==> src/rtl/vptlb_pkg.sv <==
// Shared widths, field positions and the entry record for the variable
// page-size translation buffer. Assumes 32-bit virtual and physical spaces
// with a 4 KB minimum page, so an entry minimally covers an 8 KB pair.
package vptlb_pkg;
    localparam int VA_W    = 32;
    localparam int ASID_W  = 8;
    localparam int PFN_W   = 20;
    localparam int PAGE_SH = 12;
    localparam int PA_W    = PFN_W + PAGE_SH;

    // Bits always ignored by the compare: offset plus the half-select bit.
    localparam logic [VA_W-1:0] MIN_MASK = VA_W'((64'd1 << (PAGE_SH + 1)) - 64'd1);
    // Bits of a mask image that may be stored.
    localparam logic [VA_W-1:0] PM_KEEP  = VA_W'(32'h1FFF_FFFF) & ~MIN_MASK;

    // Low-word field positions.
    localparam int LO_G       = 0;
    localparam int LO_V       = 1;
    localparam int LO_D       = 2;
    localparam int LO_PFN_LSB = 6;

    typedef struct packed {
        logic [VA_W-1:0]   vpn;
        logic [ASID_W-1:0] asid;
        logic [VA_W-1:0]   pmask;
        logic              glob;
        logic [PFN_W-1:0]  pfn0;
        logic [PFN_W-1:0]  pfn1;
        logic              v0;
        logic              v1;
        logic              d0;
        logic              d1;
    } tlb_entry_t;

    // Effective per-entry mask used by every compare.
    function automatic logic [VA_W-1:0] eff_mask(input logic [VA_W-1:0] pm);
        return pm | MIN_MASK;
    endfunction
endpackage

==> src/rtl/vptlb_store.sv <==
// Entry storage. Holds N entries and decodes the four register images into
// entry fields on a write. Assumes at most one write per cycle. Readers see
// the new contents from the cycle after the write.
module vptlb_store
    import vptlb_pkg::*;
#(
    parameter int N = 16,
    localparam int IDX_W = (N > 1) ? $clog2(N) : 1
) (
    input  logic             clk,
    input  logic             rst_n,
    input  logic             wr_en,
    input  logic [IDX_W-1:0] wr_idx,
    input  logic [VA_W-1:0]  wr_hi,
    input  logic [VA_W-1:0]  wr_pmask,
    input  logic [31:0]      wr_lo0,
    input  logic [31:0]      wr_lo1,
    output tlb_entry_t       ents [N]
);
    tlb_entry_t new_ent;
    logic       unused_store_bits;

    // Decode the register images into one entry record.
    always_comb begin
        new_ent       = '0;
        new_ent.vpn   = wr_hi & ~MIN_MASK;
        new_ent.asid  = wr_hi[ASID_W-1:0];
        new_ent.pmask = wr_pmask & PM_KEEP;
        new_ent.glob  = wr_lo0[LO_G] & wr_lo1[LO_G];
        new_ent.pfn0  = wr_lo0[LO_PFN_LSB +: PFN_W];
        new_ent.pfn1  = wr_lo1[LO_PFN_LSB +: PFN_W];
        new_ent.v0    = wr_lo0[LO_V];
        new_ent.v1    = wr_lo1[LO_V];
        new_ent.d0    = wr_lo0[LO_D];
        new_ent.d1    = wr_lo1[LO_D];
    end

    assign unused_store_bits = ^{wr_lo0[31:LO_PFN_LSB+PFN_W], wr_lo0[LO_PFN_LSB-1:LO_D+1],
                                 wr_lo1[31:LO_PFN_LSB+PFN_W], wr_lo1[LO_PFN_LSB-1:LO_D+1],
                                 wr_hi[PAGE_SH:ASID_W]};

    for (genvar i = 0; i < N; i++) begin : g_ent
        // Clear on reset, load when this entry is addressed.
        always_ff @(posedge clk) begin
            if (!rst_n) begin
                ents[i] <= '0;
            end else if (wr_en && (wr_idx == IDX_W'(i))) begin
                ents[i] <= new_ent;
            end
        end
    end
endmodule

==> src/rtl/vptlb_cam.sv <==
// Parallel compare of one lookup against every entry. Produces one match
// bit per entry from the masked page compare and the ASID/global rule.
// Purely combinational; assumes the caller registers what it needs.
module vptlb_cam
    import vptlb_pkg::*;
#(
    parameter int N = 16
) (
    input  tlb_entry_t        ents [N],
    input  logic [VA_W-1:0]   addr,
    input  logic [ASID_W-1:0] asid,
    output logic [N-1:0]      match
);
    for (genvar i = 0; i < N; i++) begin : g_cmp
        logic [VA_W-1:0] m;
        logic            asid_ok;
        logic            page_ok;
        logic            unused_cam_bits;

        // Masked page compare and address-space filter for entry i.
        always_comb begin
            m       = eff_mask(ents[i].pmask);
            asid_ok = ents[i].glob || (ents[i].asid == asid);
            page_ok = (addr & ~m) == (ents[i].vpn & ~m);
            match[i] = asid_ok && page_ok;
        end

        assign unused_cam_bits = ^{ents[i].pfn0, ents[i].pfn1, ents[i].v0,
                                   ents[i].v1, ents[i].d0, ents[i].d1};
    end
endmodule

==> src/rtl/vptlb_prio.sv <==
// Lowest-index-first priority encoder over a match vector. Reports whether
// any bit is set and the index of the lowest set bit (zero when none).
module vptlb_prio #(
    parameter int N = 16,
    localparam int IDX_W = (N > 1) ? $clog2(N) : 1
) (
    input  logic [N-1:0]     match,
    output logic             found,
    output logic [IDX_W-1:0] idx
);
    // Scan from the top so the lowest set bit is written last.
    always_comb begin
        found = 1'b0;
        idx   = '0;
        for (int i = N - 1; i >= 0; i--) begin
            if (match[i]) begin
                found = 1'b1;
                idx   = IDX_W'(i);
            end
        end
    end
endmodule

==> src/rtl/vptlb_xlate.sv <==
// Translation stage. Picks the lowest matching entry, selects its even or
// odd half from the top bit of its mask, forms the physical address and
// classifies the access. All results are registered: one cycle of latency.
module vptlb_xlate
    import vptlb_pkg::*;
#(
    parameter int N = 16,
    localparam int IDX_W = (N > 1) ? $clog2(N) : 1
) (
    input  logic            clk,
    input  logic            rst_n,
    input  logic            req,
    input  logic [VA_W-1:0] vaddr,
    input  logic            write,
    input  tlb_entry_t      ents [N],
    input  logic [N-1:0]    match,
    output logic            valid_o,
    output logic            hit_o,
    output logic            miss_o,
    output logic            inv_o,
    output logic            mod_o,
    output logic [PA_W-1:0] paddr_o
);
    logic             found;
    logic [IDX_W-1:0] idx;
    tlb_entry_t       sel;
    logic [VA_W-1:0]  mask;
    logic [VA_W-1:0]  half_bit;
    logic             odd;
    logic [PFN_W-1:0] pfn;
    logic             half_v;
    logic             half_d;
    logic [PA_W-1:0]  pa_c;
    logic             hit_c;
    logic             miss_c;
    logic             inv_c;
    logic             mod_c;
    logic             unused_xlate_bits;

    vptlb_prio #(.N(N)) prio_i (
        .match (match),
        .found (found),
        .idx   (idx)
    );

    // Half selection, address formation and outcome classification.
    always_comb begin
        sel      = ents[idx];
        mask     = eff_mask(sel.pmask);
        half_bit = mask & ~(mask >> 1);
        odd      = |(vaddr & half_bit);
        pfn      = odd ? sel.pfn1 : sel.pfn0;
        half_v   = odd ? sel.v1   : sel.v0;
        half_d   = odd ? sel.d1   : sel.d0;
        pa_c     = {pfn, {PAGE_SH{1'b0}}} | PA_W'(vaddr & (mask >> 1));
        miss_c   = !found;
        inv_c    = found && !half_v;
        mod_c    = found && half_v && write && !half_d;
        hit_c    = found && half_v && (!write || half_d);
    end

    assign unused_xlate_bits = ^{sel.vpn, sel.asid, sel.glob};

    // Register the response; flags stay low between requests.
    always_ff @(posedge clk) begin
        if (!rst_n) begin
            valid_o <= 1'b0;
            hit_o   <= 1'b0;
            miss_o  <= 1'b0;
            inv_o   <= 1'b0;
            mod_o   <= 1'b0;
            paddr_o <= '0;
        end else begin
            valid_o <= req;
            hit_o   <= req && hit_c;
            miss_o  <= req && miss_c;
            inv_o   <= req && inv_c;
            mod_o   <= req && mod_c;
            if (req) begin
                paddr_o <= pa_c;
            end
        end
    end


    xl_onehot_chk: assert property (@(posedge clk) disable iff (!rst_n)
        valid_o |-> ($countones({hit_o, miss_o, inv_o, mod_o}) == 1));


    xl_latency_chk: assert property (@(posedge clk) disable iff (!rst_n)
        req |=> valid_o);


    xl_idle_chk: assert property (@(posedge clk) disable iff (!rst_n)
        !req |=> ({valid_o, hit_o, miss_o, inv_o, mod_o} == 5'b0));


    xl_read_no_mod_chk: assert property (@(posedge clk) disable iff (!rst_n)
        (req && !write) |=> !mod_o);
endmodule

==> src/rtl/vptlb.sv <==
// Top level of the variable page-size translation buffer. Ties the entry
// store to two compare arrays, one for translation and one for probing.
// Assumes writes and lookups issued in the same cycle see the old contents.
module vptlb
    import vptlb_pkg::*;
#(
    parameter int N    = 16,
    parameter int PB_W = 32,
    localparam int IDX_W = (N > 1) ? $clog2(N) : 1
) (
    input  logic             clk,
    input  logic             rst_n,
    input  logic             wr_en,
    input  logic [IDX_W-1:0] wr_idx,
    input  logic [31:0]      wr_hi,
    input  logic [31:0]      wr_pmask,
    input  logic [31:0]      wr_lo0,
    input  logic [31:0]      wr_lo1,
    input  logic             xl_req,
    input  logic [31:0]      xl_vaddr,
    input  logic [7:0]       xl_asid,
    input  logic             xl_write,
    output logic             xl_valid,
    output logic             xl_hit,
    output logic             xl_miss,
    output logic             xl_invalid,
    output logic             xl_modified,
    output logic [31:0]      xl_paddr,
    input  logic             pb_req,
    input  logic [31:0]      pb_hi,
    output logic             pb_valid,
    output logic [PB_W-1:0]  pb_result
);
    tlb_entry_t       ents [N];
    logic [N-1:0]     xl_match;
    logic [N-1:0]     pb_match;
    logic             pb_found;
    logic [IDX_W-1:0] pb_idx;
    logic [PB_W-1:0]  pb_res_c;

    vptlb_store #(.N(N)) store_i (
        .clk      (clk),
        .rst_n    (rst_n),
        .wr_en    (wr_en),
        .wr_idx   (wr_idx),
        .wr_hi    (wr_hi),
        .wr_pmask (wr_pmask),
        .wr_lo0   (wr_lo0),
        .wr_lo1   (wr_lo1),
        .ents     (ents)
    );

    vptlb_cam #(.N(N)) xl_cam_i (
        .ents  (ents),
        .addr  (xl_vaddr),
        .asid  (xl_asid),
        .match (xl_match)
    );

    vptlb_xlate #(.N(N)) xlate_i (
        .clk     (clk),
        .rst_n   (rst_n),
        .req     (xl_req),
        .vaddr   (xl_vaddr),
        .write   (xl_write),
        .ents    (ents),
        .match   (xl_match),
        .valid_o (xl_valid),
        .hit_o   (xl_hit),
        .miss_o  (xl_miss),
        .inv_o   (xl_invalid),
        .mod_o   (xl_modified),
        .paddr_o (xl_paddr)
    );

    vptlb_cam #(.N(N)) pb_cam_i (
        .ents  (ents),
        .addr  (pb_hi),
        .asid  (pb_hi[ASID_W-1:0]),
        .match (pb_match)
    );

    vptlb_prio #(.N(N)) pb_prio_i (
        .match (pb_match),
        .found (pb_found),
        .idx   (pb_idx)
    );

    // Build the probe answer: index on success, top flag alone on failure.
    always_comb begin
        pb_res_c = '0;
        if (pb_found) begin
            pb_res_c[IDX_W-1:0] = pb_idx;
        end else begin
            pb_res_c[PB_W-1] = 1'b1;
        end
    end

    // Register the probe answer for a one-cycle response.
    always_ff @(posedge clk) begin
        if (!rst_n) begin
            pb_valid  <= 1'b0;
            pb_result <= '0;
        end else begin
            pb_valid <= pb_req;
            if (pb_req) begin
                pb_result <= pb_res_c;
            end
        end
    end


    pb_fail_format_chk: assert property (@(posedge clk) disable iff (!rst_n)
        (pb_valid && pb_result[PB_W-1]) |-> (pb_result[PB_W-2:0] == '0));


    pb_index_range_chk: assert property (@(posedge clk) disable iff (!rst_n)
        (pb_valid && !pb_result[PB_W-1]) |-> (pb_result[PB_W-2:IDX_W] == '0));


    pb_latency_chk: assert property (@(posedge clk) disable iff (!rst_n)
        pb_req |=> pb_valid);
endmodule

==> config.mk <==
export PLATFORM = sky130hd
export DESIGN_NAME = vptlb
export DESIGN_NICKNAME = d
export VERILOG_FILES = /design/src/rtl/vptlb_pkg.sv /design/src/rtl/vptlb_store.sv /design/src/rtl/vptlb_cam.sv /design/src/rtl/vptlb_prio.sv /design/src/rtl/vptlb_xlate.sv /design/src/rtl/vptlb.sv
export SDC_FILE = /design/constraint.sdc
export NUM_CORES = 2
export LEC_CHECK = 0
export BUFFER_PORTS_ARGS = -buffer_cell sky130_fd_sc_hd__buf_4
export CAP_MARGIN = 20
export CORE_MARGIN = 2
export CORE_UTILIZATION = 23
export DETAILED_ROUTE_END_ITERATION = 10
export MAX_ROUTING_LAYER = met4
export SYNTH_ARGS = -nofsm -noshare
export SYNTH_HDL_FRONTEND = slang
export SYNTH_HIERARCHICAL = 1
export SYNTH_SLANG_ARGS = --single-unit
==> constraint.sdc <==
create_clock -name clk -period 8 [get_ports clk]
set_input_delay 1.6 -clock clk [delete_from_list [all_inputs] [get_ports clk]]
set_output_delay 1.6 -clock clk [all_outputs]
set_load 0.05 [all_outputs]
* Word-level counts from Yosys, hierarchy flattened
Index checks and enable logic that the tools add are counted.
** Word-level totals
- Flip-flop bits (word level) :: 1451
- Bits in latches :: 0
- RAM bits :: 0
- Bits in read-only memories :: 0
- Word-level logic and storage cells :: 487
- Memories :: 0
** Operators by class
- Add/sub/neg operators :: 0
- Multipliers :: 0
- Divide/modulo/power cells :: 0
- $lt $le $gt $ge :: 1
- Equal/unequal tests :: 79
- Shift-type cells :: 0
- Multiplexer cells :: 72
- Bitwise operators :: 71
- Reduce and logical (&&, ||, !) cells :: 96
** Operator list (number)
- $and 32x32->32 :: 50
- $eq 32x32->1 :: 32
- $not 29->32 :: 16
- $bmux 117 s4 :: 1
- $eq 8x8->1 :: 32
- $mux 77 :: 2
- $mux 4 :: 33
- $logic_and 1x1->1 :: 57
- $mux 1 :: 35
- $logic_or 1x1->1 :: 33
- $and 32x31->32 :: 1
- $eq 4x4->1 const B :: 8
- $not 31->32 :: 1
- $or 32x32->32 :: 1
- $reduce_or 32->1 :: 1
- $mux 20 :: 1
- $eq 4x3->1 const B :: 4
- $eq 4x2->1 const B :: 2
- $ge 5x5->1 const B :: 1
- $not 4->5 :: 1
- $eq 4x1->1 const B :: 1
- $logic_not 1->1 :: 4
- $logic_not 4->1 :: 1
- $and 1x1->1 :: 1

* Logic depth before layout (Yosys ltp)
- Depth in word-level cells :: 33
- Depth in mapped cells :: 24
- Mapped depth without buffers :: 16

* Modules after synthesis
Netlist, hierarchy kept.
** By module, submodules not included
- vptlb_store :: times used 1, cells each 5209, area an instance 53252.3 µm², sequential area each 28187.0 µm²
- vptlb_cam :: times used 2, cells each 742, area an instance 5900.7 µm², sequential area each 0.0 µm²
- vptlb_xlate :: times used 1, cells each 722, area an instance 9629.2 µm², sequential area each 740.7 µm²
- vptlb :: times used 1, cells each 50, area an instance 420.4 µm², sequential area each 120.1 µm²
- vptlb_prio :: times used 2, cells each 33, area an instance 178.9 µm², sequential area each 0.0 µm²

* Least setup slack after synthesis
Ideal clock, no wire load.
- Kind :: input to register
- From :: in xl_vaddr[31]
- To :: reg xlate_i.paddr_o[12]
- Setup time :: 122 ps
- Arrival :: 6282 ps
- Data required time :: 7878 ps
- Path slack :: 1597 ps
- Stages :: 20
- Path buffers :: 9
- Cells stage by stage :: buf_2 -> buf_2 -> xnor2_1 -> o22ai_1 -> or4_1 -> nor4_2 -> a21oi_1 -> o311a_2 -> o22ai_1 -> buf_6 -> buf_6 -> buf_6 -> buf_4 -> buf_2 -> buf_2 -> buf_2 -> mux4_2 -> mux4_2 -> a31oi_1 -> a21oi_1
** On the way
- Elaborated cells between the ends (all ways) :: 75
- Those cells by class :: eq/ne: 16; mux: 20; bitwise: 22; reduce/logical: 17
** RTL lines
- from (decl) :: RTL line vptlb.sv:20 : input logic [31:0] xl_vaddr,
- $and 32x32->32 * :: RTL line vptlb_cam.sv:24 : page_ok = (addr & ~m) == (ents[i].vpn & ~m);
- $eq 32x32->1 * :: RTL line vptlb_cam.sv:24
- $logic_and 1x1->1 * :: RTL line vptlb_cam.sv:25 : match[i] = asid_ok && page_ok;
- net xl_match[13] :: RTL line vptlb.sv:35 : logic [N-1:0] xl_match;
- $mux 4 * (14 in series) :: RTL line vptlb_prio.sv:16 : if (match[i]) begin
- net xlate_i.idx[0] :: RTL line vptlb_xlate.sv:25 : logic [IDX_W-1:0] idx;
- $not 4->5 (implied by the code) * :: RTL line vptlb_xlate.sv:48 : sel = ents[idx];
- $bmux 117 s4 * :: RTL line vptlb_xlate.sv:48
- $mux 77 (implied by the code) * (2 in series) :: RTL line vptlb_xlate.sv:48
- $not 31->32 :: RTL line vptlb_xlate.sv:50 : half_bit = mask & ~(mask >> 1);
- $and 32x32->32 :: RTL line vptlb_xlate.sv:50
- $and 32x32->32 :: RTL line vptlb_xlate.sv:51 : odd = |(vaddr & half_bit);
- $reduce_or 32->1 :: RTL line vptlb_xlate.sv:51
- $mux 20 :: RTL line vptlb_xlate.sv:52 : pfn = odd ? sel.pfn1 : sel.pfn0;
- $or 32x32->32 * :: RTL line vptlb_xlate.sv:55 : pa_c = {pfn, {PAGE_SH{1'b0}}} | PA_W'(vaddr & (mask >> 1));
- to (signal assigned) :: RTL line vptlb_xlate.sv:80 : paddr_o <= pa_c;
- to (decl) :: RTL line vptlb_xlate.sv:22 : output logic [PA_W-1:0] paddr_o
The timed path passes the listed nets; every way through them passes the cells marked *. The select of a mux whose other input is x is not followed.
A chain may end at the register's enable or synchronous reset.

* Worst setup path in the final report
- From :: in xl_asid[5]
- To :: reg xlate_i.paddr_o[29]
** On the way
- Elaborated cells between the ends (all ways) :: 75
- Those cells by class :: eq/ne: 16; mux: 20; bitwise: 6; reduce/logical: 33
** RTL lines
- from (decl) :: RTL line vptlb.sv:21 : input logic [7:0] xl_asid,
- $eq 8x8->1 * :: RTL line vptlb_cam.sv:23 : asid_ok = ents[i].glob || (ents[i].asid == asid);
- $logic_or 1x1->1 * :: RTL line vptlb_cam.sv:23
- $logic_and 1x1->1 * :: RTL line vptlb_cam.sv:25
- net xl_match[10] :: RTL line vptlb.sv:35
- $mux 4 * (11 in series) :: RTL line vptlb_prio.sv:16
- net xlate_i.idx[1] :: RTL line vptlb_xlate.sv:25
- $not 4->5 (implied by the code) * :: RTL line vptlb_xlate.sv:48
- $bmux 117 s4 * :: RTL line vptlb_xlate.sv:48
- $mux 77 (implied by the code) * (2 in series) :: RTL line vptlb_xlate.sv:48
- $not 31->32 :: RTL line vptlb_xlate.sv:50
- $and 32x32->32 :: RTL line vptlb_xlate.sv:50
- $and 32x32->32 :: RTL line vptlb_xlate.sv:51
- $reduce_or 32->1 :: RTL line vptlb_xlate.sv:51
- $mux 20 :: RTL line vptlb_xlate.sv:52
- $or 32x32->32 * :: RTL line vptlb_xlate.sv:55
Marked as above.

==> run_results.csv <==
group,metric,value,unit
pwr,seqPwrFrac,44.7,%
sta,hold_slack,0.452,ns
yosys,netlist_instances,7115,
detailed_routing,first_iter_violations,4201,
floorplan,die_height,565,um
min_path,hold_depth,2,
cells_and_area,n_fill_cell,32900,
min_path,min_to,"store_i/ents[501]",
pwr,power,16.6,mW
cells_and_area,nets,7179,
pwr,internal_power,12.3,mW
sta,timing.final.ws_setup,0.791,ns
sta,finalHoldViolCount,0,
clock_tree,clk_latency,0.85,ns
global_routing,grt_pass1_wl,354,mm
cells_and_area,top_register,"store_i/ents",
yosys,syn_area,72300,um2
detailed_routing,drtAntennaViolNets,0,
cells_and_area,drive_gt1_share,12.8,%
critical_path,startpoint_type,"input port",
sta,tightest_slew,1.19,ns
placed_design,dp_hpwl,160,mm
pwr,switching_share,25.6,%
min_path,min_from,"store_i/ents[501]",
sta,setup_viol,0,
floorplan,fp-row-count,205,
sta,drv_slew,0,
global_routing,overflow,0,
cells_and_area,largest_reg_flops,1408,
cells_and_area,final_core_util,26.4,%
critical_path,r2r-start,"store_i/ents[663]",
clock_tree,cts_buffers,160,
critical_path,crit_arrival,7.92,ns
cells_and_area,reg_top3,"store_i/ents: 1408 flops, xlate_i/paddr_o: 32 flops, pb_result: 5 flops",
global_routing,grt_pass1_vias,50200,
pwr,ir_drop,0.190,mV
clock_tree,clockBufferDepth,3,
clock_tree,clockRootBuffer,"clkbuf_16",
floorplan,die_w,565,um
critical_path,required,8.71,ns
clock_tree,htree_levels,4,
floorplan,ioPinCount,280,
placed_design,port-buffer-count,208,
outcome,outcome,"completed",
detailed_routing,drc_errors,0,
placed_design,placed_area,76900,um2
clock_tree,numClockSinks,1451,
pwr,p_clk_share,47.3,%
cells_and_area,postLayoutCellArea,82600,um2
pwr,p_switching,4.24,mW
critical_path,worstReg2RegEnd,"xlate_i/paddr_o[29]",
critical_path,critPathKind,"input port to register",
sta,finalWorstPathRequiredPeriod,7.21,ns
clock_tree,cts_resized,0,
clock_tree,clk_pin_slew_worst_paths,0.06,ns
cells_and_area,syn_to_final_growth,14.2,%
detailed_routing,viasPerCell,4.68,
placed_design,dp_cells,10900,
clock_tree,hold_buffers,0,
yosys,yosysWarnings,6,
floorplan,die_area,319000,um2
critical_path,r2r_slack,1.59,ns
detailed_routing,wl_per_cell,21.8,um
critical_path,cp_max_fo,15,
global_routing,antenna_found_initial,44,
sta,fmax,0.139,GHz
sta,finalCritPeriodShare,90.1,%
sta,fin_skew,0.0618,ns
min_path,hp-class,"register to register",
floorplan,start_util,23.2,%
cells_and_area,fin_cells,11300,
critical_path,rr_worst_depth,15,
sta,rsz0062_at_grt,"false",
global_routing,grt_use_total,15.3,%
detailed_routing,num_vias,52600,
critical_path,endpoint_kind,"register",
sta,slew_headroom,20.3,%
sta,tns,0,ns
floorplan,core_area,312000,um2
global_routing,grt_start_max_net_pins,157,
yosys,synth.avg_cell_area,10.2,um2
critical_path,crit_chain,"buf_4 > buf_4 > xor2_1 > nor4_1 > a21oi_1 > nor4_2 > o31ai_1 > a31oi_4 > nor2b_1 > a221oi_1 > a22oi_1 > and4_1 > a211oi_2 > and3_1 > buf_12 > a31oi_1 > a21oi_1",
detailed_routing,first_pass_iters,7,
pwr,pwr_density_cell,201,nW/um2
clock_tree,cts_tree,"done",
pwr,combPwrFrac,8.0,%
run,maxCapViolations,0,
placed_design,place_ws,0.363,ns
critical_path,cp_slowest_stage_delay,1.01,ns
clock_tree,cts_setup_buffers,0,
placed_design,gp_congestion,0.938,
pwr,leakage,29.9,nW
critical_path,cp_slowest_cell,"nor2b_1",
detailed_routing,wirelength,245,mm
power groups by stage:
stage | logic [mW] | clock network, mW | registers [mW]
floorplan | 0.886 | 0 | 7.58
global placement | 1.30 | 0 | 7.56
detailed placement | 1.31 | 0 | 7.56
CTS | 1.31 | 7.97 | 7.40
global route | 1.39 | 8.26 | 7.42
finish | 1.33 | 7.85 | 7.41
area by class of cell:
class	count	area (um2)	share of cell area (%)
diodes	18	45.0	0.0545
clock buffers	231	4680	5.67
clock inverters	61	948	1.15
inverters	21	81.3	0.0984
multi-input cells	5030	40000	48.4
flip-flops and latches	1451	29000	35.2
well taps	4140	5180	6.27
repair buffers	305	2620	3.17
layer usage:
layer	vias up	track usage [%]	part of all wire [%]
li1	24300	-	-
met1	26300	19.5	43
met2	1661	24.0	47
met3	404	1.94	5.4
met4	0	7.16	4.7
met5	-	-	0
worst max path at each step:
stage,start,end,cells past startpoint
3_3_place_gp,xl_vaddr[27],xlate_i/paddr_o[29],19
5_1_grt,xl_vaddr[27],xlate_i/paddr_o[17],19
4_1_cts,xl_vaddr[20],xlate_i/paddr_o[17],18
6_report,xl_asid[5],xlate_i/paddr_o[29],17
2_1_floorplan,xl_vaddr[31],xlate_i/paddr_o[12],20
3_5_place_dp,xl_vaddr[20],xlate_i/paddr_o[29],18
critical path, delay by kind of cell:
kind	cells	cell delay, ns
AND/OR/NAND/NOR	5	2.79
AO/OA/AOI/OAI	8	2.75
XOR/XNOR	1	0.17
buffers and inverters	3	0.58
layout by cell type, fill, tap and decap left out, types with 5 or more instances in the layout:
master and n:
or4_1 64, clkbuf_16 160, a221oi_1 8, o21ai_0 88, nand3b_1 10, o22a_1 35, clkinv_16 7, nand2_1 1552
mux2_2 5, buf_12 26, diode_2 18, clkbuf_1 30, nand3_1 8, a22oi_1 10, dfxtp_1 1451, xor2_1 256
mux2i_1 1446, nor2_1 23, bufinv_16 14, nor3_1 7, nor4_1 74, mux4_1 9, nor4_2 27, clkinv_2 21
a21oi_1 62, clkinvlp_4 8, buf_4 278, nor2b_1 21, clkbuf_8 41, nand2b_1 9, xnor2_1 608, inv_1 20
mux4_2 275, a31oi_1 24, nor2_4 9, o22ai_1 263, conb_1 75
Note: power is estimated with default switching activity, not from simulation.
